## src/rtl/irq_router_pkg.sv

```systemverilog
package irq_router_pkg;
  localparam int ADDR_W = 8;
  localparam int DATA_W = 32;

  localparam logic [ADDR_W-1:0] A_CTRL    = 8'h00;
  localparam logic [ADDR_W-1:0] A_HOSTEN  = 8'h01;
  localparam logic [ADDR_W-1:0] A_EN_SET  = 8'h04;
  localparam logic [ADDR_W-1:0] A_EN_CLR  = 8'h05;
  localparam logic [ADDR_W-1:0] A_ST_CLR  = 8'h06;
  localparam logic [ADDR_W-1:0] A_ST_BASE = 8'h08;
  localparam logic [ADDR_W-1:0] A_EN_BASE = 8'h0C;
  localparam logic [ADDR_W-1:0] A_CHMAP   = 8'h10;
  localparam logic [ADDR_W-1:0] A_PRIO    = 8'h20;
  localparam logic [ADDR_W-1:0] A_EVMAP   = 8'h40;
endpackage

```

## src/rtl/irq_evt_regs.sv

```systemverilog
module irq_evt_regs
  import irq_router_pkg::*;
#(
  parameter int NUM_EVT = 64
) (
  input  logic               clk,
  input  logic               rst,
  input  logic [NUM_EVT-1:0] evt_i,
  input  logic               we,
  input  logic [ADDR_W-1:0]  addr,
  input  logic [DATA_W-1:0]  wdata,
  output logic [NUM_EVT-1:0] status_o,
  output logic [NUM_EVT-1:0] enable_o
);
  localparam int NUM_WORDS = (NUM_EVT + DATA_W - 1) / DATA_W;
  localparam int PAD_W     = NUM_WORDS * DATA_W;
  localparam int IDX_W     = $clog2(NUM_EVT);

  logic [NUM_EVT-1:0] evt_q, status_q, enable_q, status_n, enable_n;
  logic [NUM_EVT-1:0] rise, one_hot;
  logic [PAD_W-1:0]   wide_clr, wide_sel, wide_val;
  logic               idx_ok;

  genvar w;
  generate
    for (w = 0; w < NUM_WORDS; w++) begin : g_word
      assign wide_clr[w*DATA_W +: DATA_W] =
        (we && addr == A_ST_BASE + ADDR_W'(w)) ? wdata : '0;
      assign wide_sel[w*DATA_W +: DATA_W] =
        {DATA_W{we && addr == A_EN_BASE + ADDR_W'(w)}};
      assign wide_val[w*DATA_W +: DATA_W] = wdata;
    end
  endgenerate

  assign rise    = evt_i & ~evt_q;
  assign idx_ok  = wdata < DATA_W'(NUM_EVT);
  assign one_hot = NUM_EVT'(1) << wdata[IDX_W-1:0];

  always_comb begin
    logic [NUM_EVT-1:0] clr;
    clr = wide_clr[NUM_EVT-1:0];
    if (we && idx_ok && addr == A_ST_CLR) clr = clr | one_hot;
    // a fresh edge outranks a clear in the same cycle
    status_n = (status_q & ~clr) | rise;

    enable_n = (enable_q & ~wide_sel[NUM_EVT-1:0]) |
               (wide_val[NUM_EVT-1:0] & wide_sel[NUM_EVT-1:0]);
    if (we && idx_ok && addr == A_EN_SET) enable_n = enable_n | one_hot;
    if (we && idx_ok && addr == A_EN_CLR) enable_n = enable_n & ~one_hot;
  end

  always_ff @(posedge clk) begin
    if (rst) begin
      evt_q    <= '0;
      status_q <= '0;
      enable_q <= '0;
    end else begin
      evt_q    <= evt_i;
      status_q <= status_n;
      enable_q <= enable_n;
    end
  end

  assign status_o = status_q;
  assign enable_o = enable_q;
endmodule

```

## src/rtl/irq_map_regs.sv

```systemverilog
module irq_map_regs
  import irq_router_pkg::*;
#(
  parameter int NUM_EVT  = 64,
  parameter int NUM_CH   = 10,
  parameter int NUM_HOST = 10
) (
  input  logic              clk,
  input  logic              rst,
  input  logic              we,
  input  logic [ADDR_W-1:0] addr,
  input  logic [((NUM_CH+1) > (NUM_HOST+1) ? $clog2(NUM_CH+1) : $clog2(NUM_HOST+1))-1:0] wdata,
  output logic [$clog2(NUM_CH+1)-1:0]   ev_ch_o   [NUM_EVT],
  output logic [$clog2(NUM_HOST+1)-1:0] ch_host_o [NUM_CH]
);
  localparam int CSEL_W = $clog2(NUM_CH + 1);
  localparam int HSEL_W = $clog2(NUM_HOST + 1);

  genvar e, c;
  generate
    for (e = 0; e < NUM_EVT; e++) begin : g_ev
      always_ff @(posedge clk) begin
        if (rst) ev_ch_o[e] <= '0;
        else if (we && addr == A_EVMAP + ADDR_W'(e)) ev_ch_o[e] <= wdata[CSEL_W-1:0];
      end
    end
    for (c = 0; c < NUM_CH; c++) begin : g_ch
      always_ff @(posedge clk) begin
        if (rst) ch_host_o[c] <= '0;
        else if (we && addr == A_CHMAP + ADDR_W'(c)) ch_host_o[c] <= wdata[HSEL_W-1:0];
      end
    end
  endgenerate
endmodule

```

## src/rtl/irq_resolve.sv

```systemverilog
module irq_resolve #(
  parameter int NUM_EVT  = 64,
  parameter int NUM_CH   = 10,
  parameter int NUM_HOST = 10
) (
  input  logic                          clk,
  input  logic                          rst,
  input  logic [NUM_EVT-1:0]            pend,
  input  logic [$clog2(NUM_CH+1)-1:0]   ev_ch   [NUM_EVT],
  input  logic [$clog2(NUM_HOST+1)-1:0] ch_host [NUM_CH],
  input  logic                          glb_en,
  input  logic [NUM_HOST-1:0]           host_en,
  output logic [NUM_HOST-1:0]           host_irq_o,
  output logic [NUM_HOST-1:0]           prio_none_o,
  output logic [$clog2(NUM_EVT)-1:0]    prio_idx_o [NUM_HOST]
);
  localparam int CSEL_W = $clog2(NUM_CH + 1);
  localparam int HSEL_W = $clog2(NUM_HOST + 1);
  localparam int EVT_IW = $clog2(NUM_EVT);

  logic [NUM_CH-1:0]   ch_any;
  logic [EVT_IW-1:0]   ch_evt   [NUM_CH];
  logic [NUM_HOST-1:0] host_any;
  logic [EVT_IW-1:0]   host_evt [NUM_HOST];

  genvar c, h;
  generate
    // stage one: lowest pending event per channel
    for (c = 0; c < NUM_CH; c++) begin : g_ch
      always_comb begin
        ch_any[c] = 1'b0;
        ch_evt[c] = '0;
        for (int e = NUM_EVT - 1; e >= 0; e--) begin
          if (pend[e] && ev_ch[e] == CSEL_W'(c)) begin
            ch_any[c] = 1'b1;
            ch_evt[c] = EVT_IW'(e);
          end
        end
      end
    end
    // stage two: lowest active channel per host
    for (h = 0; h < NUM_HOST; h++) begin : g_host
      always_comb begin
        host_any[h] = 1'b0;
        host_evt[h] = '0;
        for (int k = NUM_CH - 1; k >= 0; k--) begin
          if (ch_any[k] && ch_host[k] == HSEL_W'(h)) begin
            host_any[h] = 1'b1;
            host_evt[h] = ch_evt[k];
          end
        end
      end

      always_ff @(posedge clk) begin
        if (rst) begin
          host_irq_o[h]  <= 1'b0;
          prio_none_o[h] <= 1'b1;
          prio_idx_o[h]  <= '0;
        end else begin
          host_irq_o[h]  <= host_any[h] & host_en[h] & glb_en;
          prio_none_o[h] <= ~host_any[h];
          prio_idx_o[h]  <= host_evt[h];
        end
      end
    end
  endgenerate
endmodule

```

## src/rtl/irq_router.sv

```systemverilog
module irq_router
  import irq_router_pkg::*;
#(
  parameter int NUM_EVT  = 64,
  parameter int NUM_CH   = 10,
  parameter int NUM_HOST = 10,
  parameter int NUM_CORE = 2
) (
  input  logic                     clk,
  input  logic                     rst,
  input  logic [NUM_EVT-1:0]       evt_i,
  input  logic [ADDR_W-1:0]        reg_addr,
  input  logic [DATA_W-1:0]        reg_wdata,
  input  logic                     reg_we,
  output logic [DATA_W-1:0]        reg_rdata,
  output logic [NUM_CORE-1:0]      core_irq_o,
  output logic [NUM_HOST-NUM_CORE-1:0] ext_irq_o
);
  localparam int CSEL_W    = $clog2(NUM_CH + 1);
  localparam int HSEL_W    = $clog2(NUM_HOST + 1);
  localparam int MAP_W     = (CSEL_W > HSEL_W) ? CSEL_W : HSEL_W;
  localparam int EVT_IW    = $clog2(NUM_EVT);
  localparam int NUM_WORDS = (NUM_EVT + DATA_W - 1) / DATA_W;
  localparam int PAD_W     = NUM_WORDS * DATA_W;

  logic                 glb_en_q;
  logic [NUM_HOST-1:0]  host_en_q;
  logic [NUM_EVT-1:0]   evt_status, evt_enable;
  logic [CSEL_W-1:0]    ev_ch   [NUM_EVT];
  logic [HSEL_W-1:0]    ch_host [NUM_CH];
  logic [NUM_HOST-1:0]  host_irq, prio_none;
  logic [EVT_IW-1:0]    prio_idx [NUM_HOST];
  logic [PAD_W-1:0]     stat_pad, en_pad;
  logic [DATA_W-1:0]    rd_n, rdata_q;

  irq_evt_regs #(.NUM_EVT(NUM_EVT)) u_evt (
    .clk      (clk),
    .rst      (rst),
    .evt_i    (evt_i),
    .we       (reg_we),
    .addr     (reg_addr),
    .wdata    (reg_wdata),
    .status_o (evt_status),
    .enable_o (evt_enable)
  );

  irq_map_regs #(.NUM_EVT(NUM_EVT), .NUM_CH(NUM_CH), .NUM_HOST(NUM_HOST)) u_map (
    .clk       (clk),
    .rst       (rst),
    .we        (reg_we),
    .addr      (reg_addr),
    .wdata     (reg_wdata[MAP_W-1:0]),
    .ev_ch_o   (ev_ch),
    .ch_host_o (ch_host)
  );

  irq_resolve #(.NUM_EVT(NUM_EVT), .NUM_CH(NUM_CH), .NUM_HOST(NUM_HOST)) u_res (
    .clk         (clk),
    .rst         (rst),
    .pend        (evt_status & evt_enable),
    .ev_ch       (ev_ch),
    .ch_host     (ch_host),
    .glb_en      (glb_en_q),
    .host_en     (host_en_q),
    .host_irq_o  (host_irq),
    .prio_none_o (prio_none),
    .prio_idx_o  (prio_idx)
  );

  always_ff @(posedge clk) begin
    if (rst) begin
      glb_en_q  <= 1'b0;
      host_en_q <= '0;
    end else if (reg_we) begin
      if (reg_addr == A_CTRL)   glb_en_q  <= reg_wdata[0];
      if (reg_addr == A_HOSTEN) host_en_q <= reg_wdata[NUM_HOST-1:0];
    end
  end

  assign stat_pad = PAD_W'(evt_status);
  assign en_pad   = PAD_W'(evt_enable);

  always_comb begin
    rd_n = '0;
    if (reg_addr == A_CTRL)   rd_n = DATA_W'(glb_en_q);
    if (reg_addr == A_HOSTEN) rd_n = DATA_W'(host_en_q);
    for (int w = 0; w < NUM_WORDS; w++) begin
      if (reg_addr == A_ST_BASE + ADDR_W'(w)) rd_n = stat_pad[w*DATA_W +: DATA_W];
      if (reg_addr == A_EN_BASE + ADDR_W'(w)) rd_n = en_pad[w*DATA_W +: DATA_W];
    end
    for (int c = 0; c < NUM_CH; c++) begin
      if (reg_addr == A_CHMAP + ADDR_W'(c)) rd_n = DATA_W'(ch_host[c]);
    end
    for (int h = 0; h < NUM_HOST; h++) begin
      if (reg_addr == A_PRIO + ADDR_W'(h)) begin
        rd_n = DATA_W'(prio_idx[h]);
        rd_n[DATA_W-1] = prio_none[h];
      end
    end
    for (int e = 0; e < NUM_EVT; e++) begin
      if (reg_addr == A_EVMAP + ADDR_W'(e)) rd_n = DATA_W'(ev_ch[e]);
    end
  end

  always_ff @(posedge clk) begin
    if (rst) rdata_q <= '0;
    else     rdata_q <= rd_n;
  end

  assign reg_rdata  = rdata_q;
  assign core_irq_o = host_irq[NUM_CORE-1:0];
  assign ext_irq_o  = host_irq[NUM_HOST-1:NUM_CORE];
endmodule

```

## config.mk

```make
export PLATFORM = sky130hd
export DESIGN_NAME = irq_router
export DESIGN_NICKNAME = d
export VERILOG_FILES = /design/src/rtl/irq_router_pkg.sv /design/src/rtl/irq_evt_regs.sv /design/src/rtl/irq_map_regs.sv /design/src/rtl/irq_resolve.sv /design/src/rtl/irq_router.sv
export SDC_FILE = /design/constraint.sdc
export NUM_CORES = 2
export LEC_CHECK = 0
export ABC_AREA = 1
export BUFFER_PORTS_ARGS = -buffer_cell sky130_fd_sc_hd__buf_2
export CAP_MARGIN = 15
export CORE_MARGIN = 3
export CORE_UTILIZATION = 40
export CTS_CLUSTER_SIZE = 10
export DETAILED_ROUTE_END_ITERATION = 10
export GPL_TIMING_DRIVEN = 1
export PLACE_DENSITY = 0.66
export RECOVER_POWER = 25
export SLEW_MARGIN = 40
export SYNTH_ARGS = -nofsm -noshare
export SYNTH_HDL_FRONTEND = slang
export SYNTH_SLANG_ARGS = --single-unit
export TNS_END_PERCENT = 5
```

## constraint.sdc

```tcl
create_clock -name clk -period 6.62 [get_ports clk]
set_clock_uncertainty 0.2 [all_clocks]
set_input_delay 1.986 -clock clk [delete_from_list [all_inputs] [get_ports clk]]
set_output_delay 1.986 -clock clk [all_outputs]
set_load 0.02 [all_outputs]
```

==> results.txt <==
status -> finished, violations left
failing checks -> max-capacitance violations, max-slew violations, negative setup slack
Worst setup EP type -> flop
R2R depth -> 76
chip height -> 340 um
Power Density -> 163 mW/mm^2
Worst Path Arrival -> 7.23 ns
CP startpoint kind -> input pin
Synth cell types -> 53
Post-synth EDFFs -> 0
Vias/cell -> 5.90
leakage -> 25.5 nW
Yosys reg bits -> 611
crit path buf inv count -> 5
post-synthesis sequential area ratio -> 27.4%
Synth area leader -> dfxtp_1
Crit path top cell by count -> nand2_1
number of max-cap violations -> 5
metal2 WL -> 108 mm
Antenna Violating Nets Remaining -> 0
actual slew at the worst max-slew pin -> 3.21 ns
IO buf count -> 148
critical path's slowest cell -> nor2_2
Pwr Total -> 8.67 mW
Slew Viols, Final -> 294
layout cells sized above 1 -> 10.1%
syn nets -> 8034
Max Freq -> 146 MHz
combinational fraction of design power -> 6.2%
NetSw -> 2.30 mW
gpl congestion -> 1.08
clk slew on worst S/H paths -> 0.06 ns
Post-synth ARST share -> 0%
top cells by area, synth -> dfxtp_1, nand2_1, nor2_1, o21ai_0, inv_1
Syn Std Cell Area -> 0.0446 mm^2
WHS Path Cells -> 1
CP Depth -> 57
cell family with the largest share of critical-path delay -> simple AND/OR/NAND/NOR gates
Hold Buf Count CTS -> 0
Min Clock Period, post-route -> 6.87 ns
Slew HR -> -114%
DRT Wirelength -> 262 mm
total number of vias -> 58540
Layout area overhead -> 19.2%
DRC -> 0
initial DRC count -> 8020
CTS H-tree lvls -> 3
CP max FO -> 6
Die ar. -> 0.116 mm^2
Net Sw Frac -> 26.6%
Fin. Hold Viols -> 0
pin count of the biggest net entering global routing -> 200
Post-Synthesis Cells -> 7927
Critical Path End -> reg_rdata[1]
commonest non-fill, non-tap cell in the layout -> nand2_1
io pins -> 149
worst path required time -> 6.98 ns
FF-to-FF End -> u_res.prio_idx_o[18]
initial core utilization -> 40.6%
fin nets -> 8509
total CTS buffers -> 80
first-pass GRT wire length -> 367 mm
top sig layer -> met5
routed wl met3 -> 32.3 mm
Critical Path Source -> reg_addr[7]
CTS tree -> done
final setup vio count -> 22
row count -> 121
predominant post-synthesis flop cell -> dfxtp_1
type of the worst min-delay path -> flop to flop
initial antenna violation count -> 19
peak supply drop -> 0.199 mV
average size of a mapped cell -> 5.63 um^2
vias in the first global route -> 53158
crit-path max cell delay -> 0.18 ns
Multi-input gate area -> 0.0285 mm^2
fill count -> 11925
filler-free cell count of the finished design -> 9929
Cell Count Post-Placement -> 9793
worst hold slack -> 0.210 ns
clock network power share -> 49.9%
drt pass-1 iters -> 8
area share of the largest cell type after synthesis -> 27.4%
dpl hpwl -> 210 mm
reg2reg start -> u_evt.enable_o[63]
Total GRT Usage -> 43.2%
WS Path Type -> input pin to flop
power share of the sequential group -> 43.8%
setup ws final -> -0.251 ns
clock buffer depth -> 3
FF/Latch Area -> 0.0122 mm^2
CTS root buf -> clkbuf_16
Synth Warn # -> 0
clock sink count -> 611
R2R Setup Slk -> -0.22 ns
RSZ-0062 raised after global routing -> yes
global route overflow -> 0
Final period util -> 104%
Int Pwr -> 6.37 mW
worst skew pair latency -> 0.69 ns
met1 WL -> 103 mm
WL/cell -> 26.3 um
Core Footprint -> 0.110 mm^2
most frequent cells in the layout -> nand2_1, nor2_1, inv_1
die width -> 340 um
-- repair_timing --
| item | CTS | global route |
|---|---|---|
| setup endpoints to repair | 18 | 24 |
| resized for setup | 66 | 38 |
| pin swaps | 29 | 17 |
| setup buffers | 4 | 0 |
| endpoints found under the hold margin | 0 | 0 |
-- worst min path at each step --
stage | startpoint | endpoint
2_1_floorplan | u_evt.evt_q[32] | u_evt.status_o[32]
3_3_place_gp | u_evt.evt_q[35] | u_evt.status_o[35]
4_1_cts | u_evt.evt_q[35] | u_evt.status_o[35]
3_5_place_dp | u_evt.evt_q[35] | u_evt.status_o[35]
6_report | u_evt.evt_q[35] | u_evt.status_o[35]
5_1_grt | u_evt.evt_q[35] | u_evt.status_o[35]
-- cells in the mapped netlist (2+ instances only) --
| cell type | n |
|---|---|
| nand2_1 | 2647 |
| nand2_2 | 6 |
| a211oi_1 | 4 |
| inv_1 | 888 |
| o221ai_1 | 35 |
| or2_2 | 6 |
| nand4_1 | 113 |
| dfxtp_1 | 611 |
| nand2_4 | 3 |
| o41ai_1 | 9 |
| nor3_2 | 5 |
| a21oi_2 | 6 |
| o21bai_1 | 42 |
| bufbuf_16 | 2 |
| nor2_1 | 1034 |
| o32ai_1 | 2 |
| o31ai_1 | 14 |
| a311oi_1 | 5 |
| a21boi_4 | 2 |
| a221o_1 | 5 |
| inv_2 | 32 |
| o21ai_1 | 14 |
| o21ai_0 | 698 |
| mux2i_1 | 20 |
| a31oi_1 | 63 |
| a221oi_1 | 98 |
| o311ai_0 | 42 |
| clkinv_1 | 22 |
| a21oi_1 | 592 |
| a22oi_1 | 16 |
| buf_1 | 10 |
| clkbuf_1 | 198 |
| o211a_1 | 8 |
| a21boi_1 | 3 |
| nand3_1 | 277 |
| nor3_1 | 212 |
| nor4_1 | 46 |
| a41oi_1 | 4 |
| o211ai_1 | 48 |
| o22ai_1 | 72 |
-- sequential cells by signal, indices dropped and copies added (netlist names) --
name,flops
u_res.host_irq_o,10
u_evt.status_o,64
u_evt.evt_q,64
u_res.prio_idx_o,60
host_en_q,10
u_map.ch_host_o,40
glb_en_q,1
u_map.ev_ch_o,256
u_evt.enable_o,64
reg_rdata,32
u_res.prio_none_o,10
-- power groups by stage --
| stage | combinational, mW | clock (mW) | sequential [mW] |
|---|---|---|---|
| floorplan | 0.260 | 0 | 3.85 |
| global placement | 0.499 | 0 | 3.87 |
| detailed placement | 0.506 | 0 | 3.88 |
| CTS | 0.518 | 4.35 | 3.80 |
| global route | 0.568 | 4.49 | 3.80 |
| finish | 0.542 | 4.33 | 3.80 |
-- metal layers --
metal  GRT usage, %  up-vias
met5              0        -
met4           24.3       10
met3           12.5      823
met2           64.6     3839
met1           55.5    26798
li1               -    27070
-- per-stage QoR --
step	instance area [um^2]	setup TNS [ns]	util (%)	setup slack [ns]
final	53100	-2.34	48.4	-0.251
after global routing	53100	-18.27	48.4	-0.743
after CTS	53000	-0.271	48.3	-0.0899
after detailed placement	50200	-4.15	45.8	-0.996
after global placement	50100	-3.95	45.7	-0.917
after floorplan	44600	0	-	0.767
-- logic make-up after synthesis --
group,Yosys count,synth area share [%]
simple gates,4354,39.1
flops,611,27.4
mux,20,0.449
buf+inv,1157,9.93
compound gates,1785,23.0
-- area by class of cell --
class | instances | area share (%)
Multi-Input combinational cell | 6159 | 53.6
Sequential cell | 611 | 23.0
Inverter | 942 | 6.66
Clock inverter | 22 | 0.640
Timing Repair Buffer | 608 | 8.46
Antenna cell | 9 | 0.0424
Tap cell | 1476 | 3.48
Clock buffer | 102 | 4.13
(Power assumes the default switching activity.)
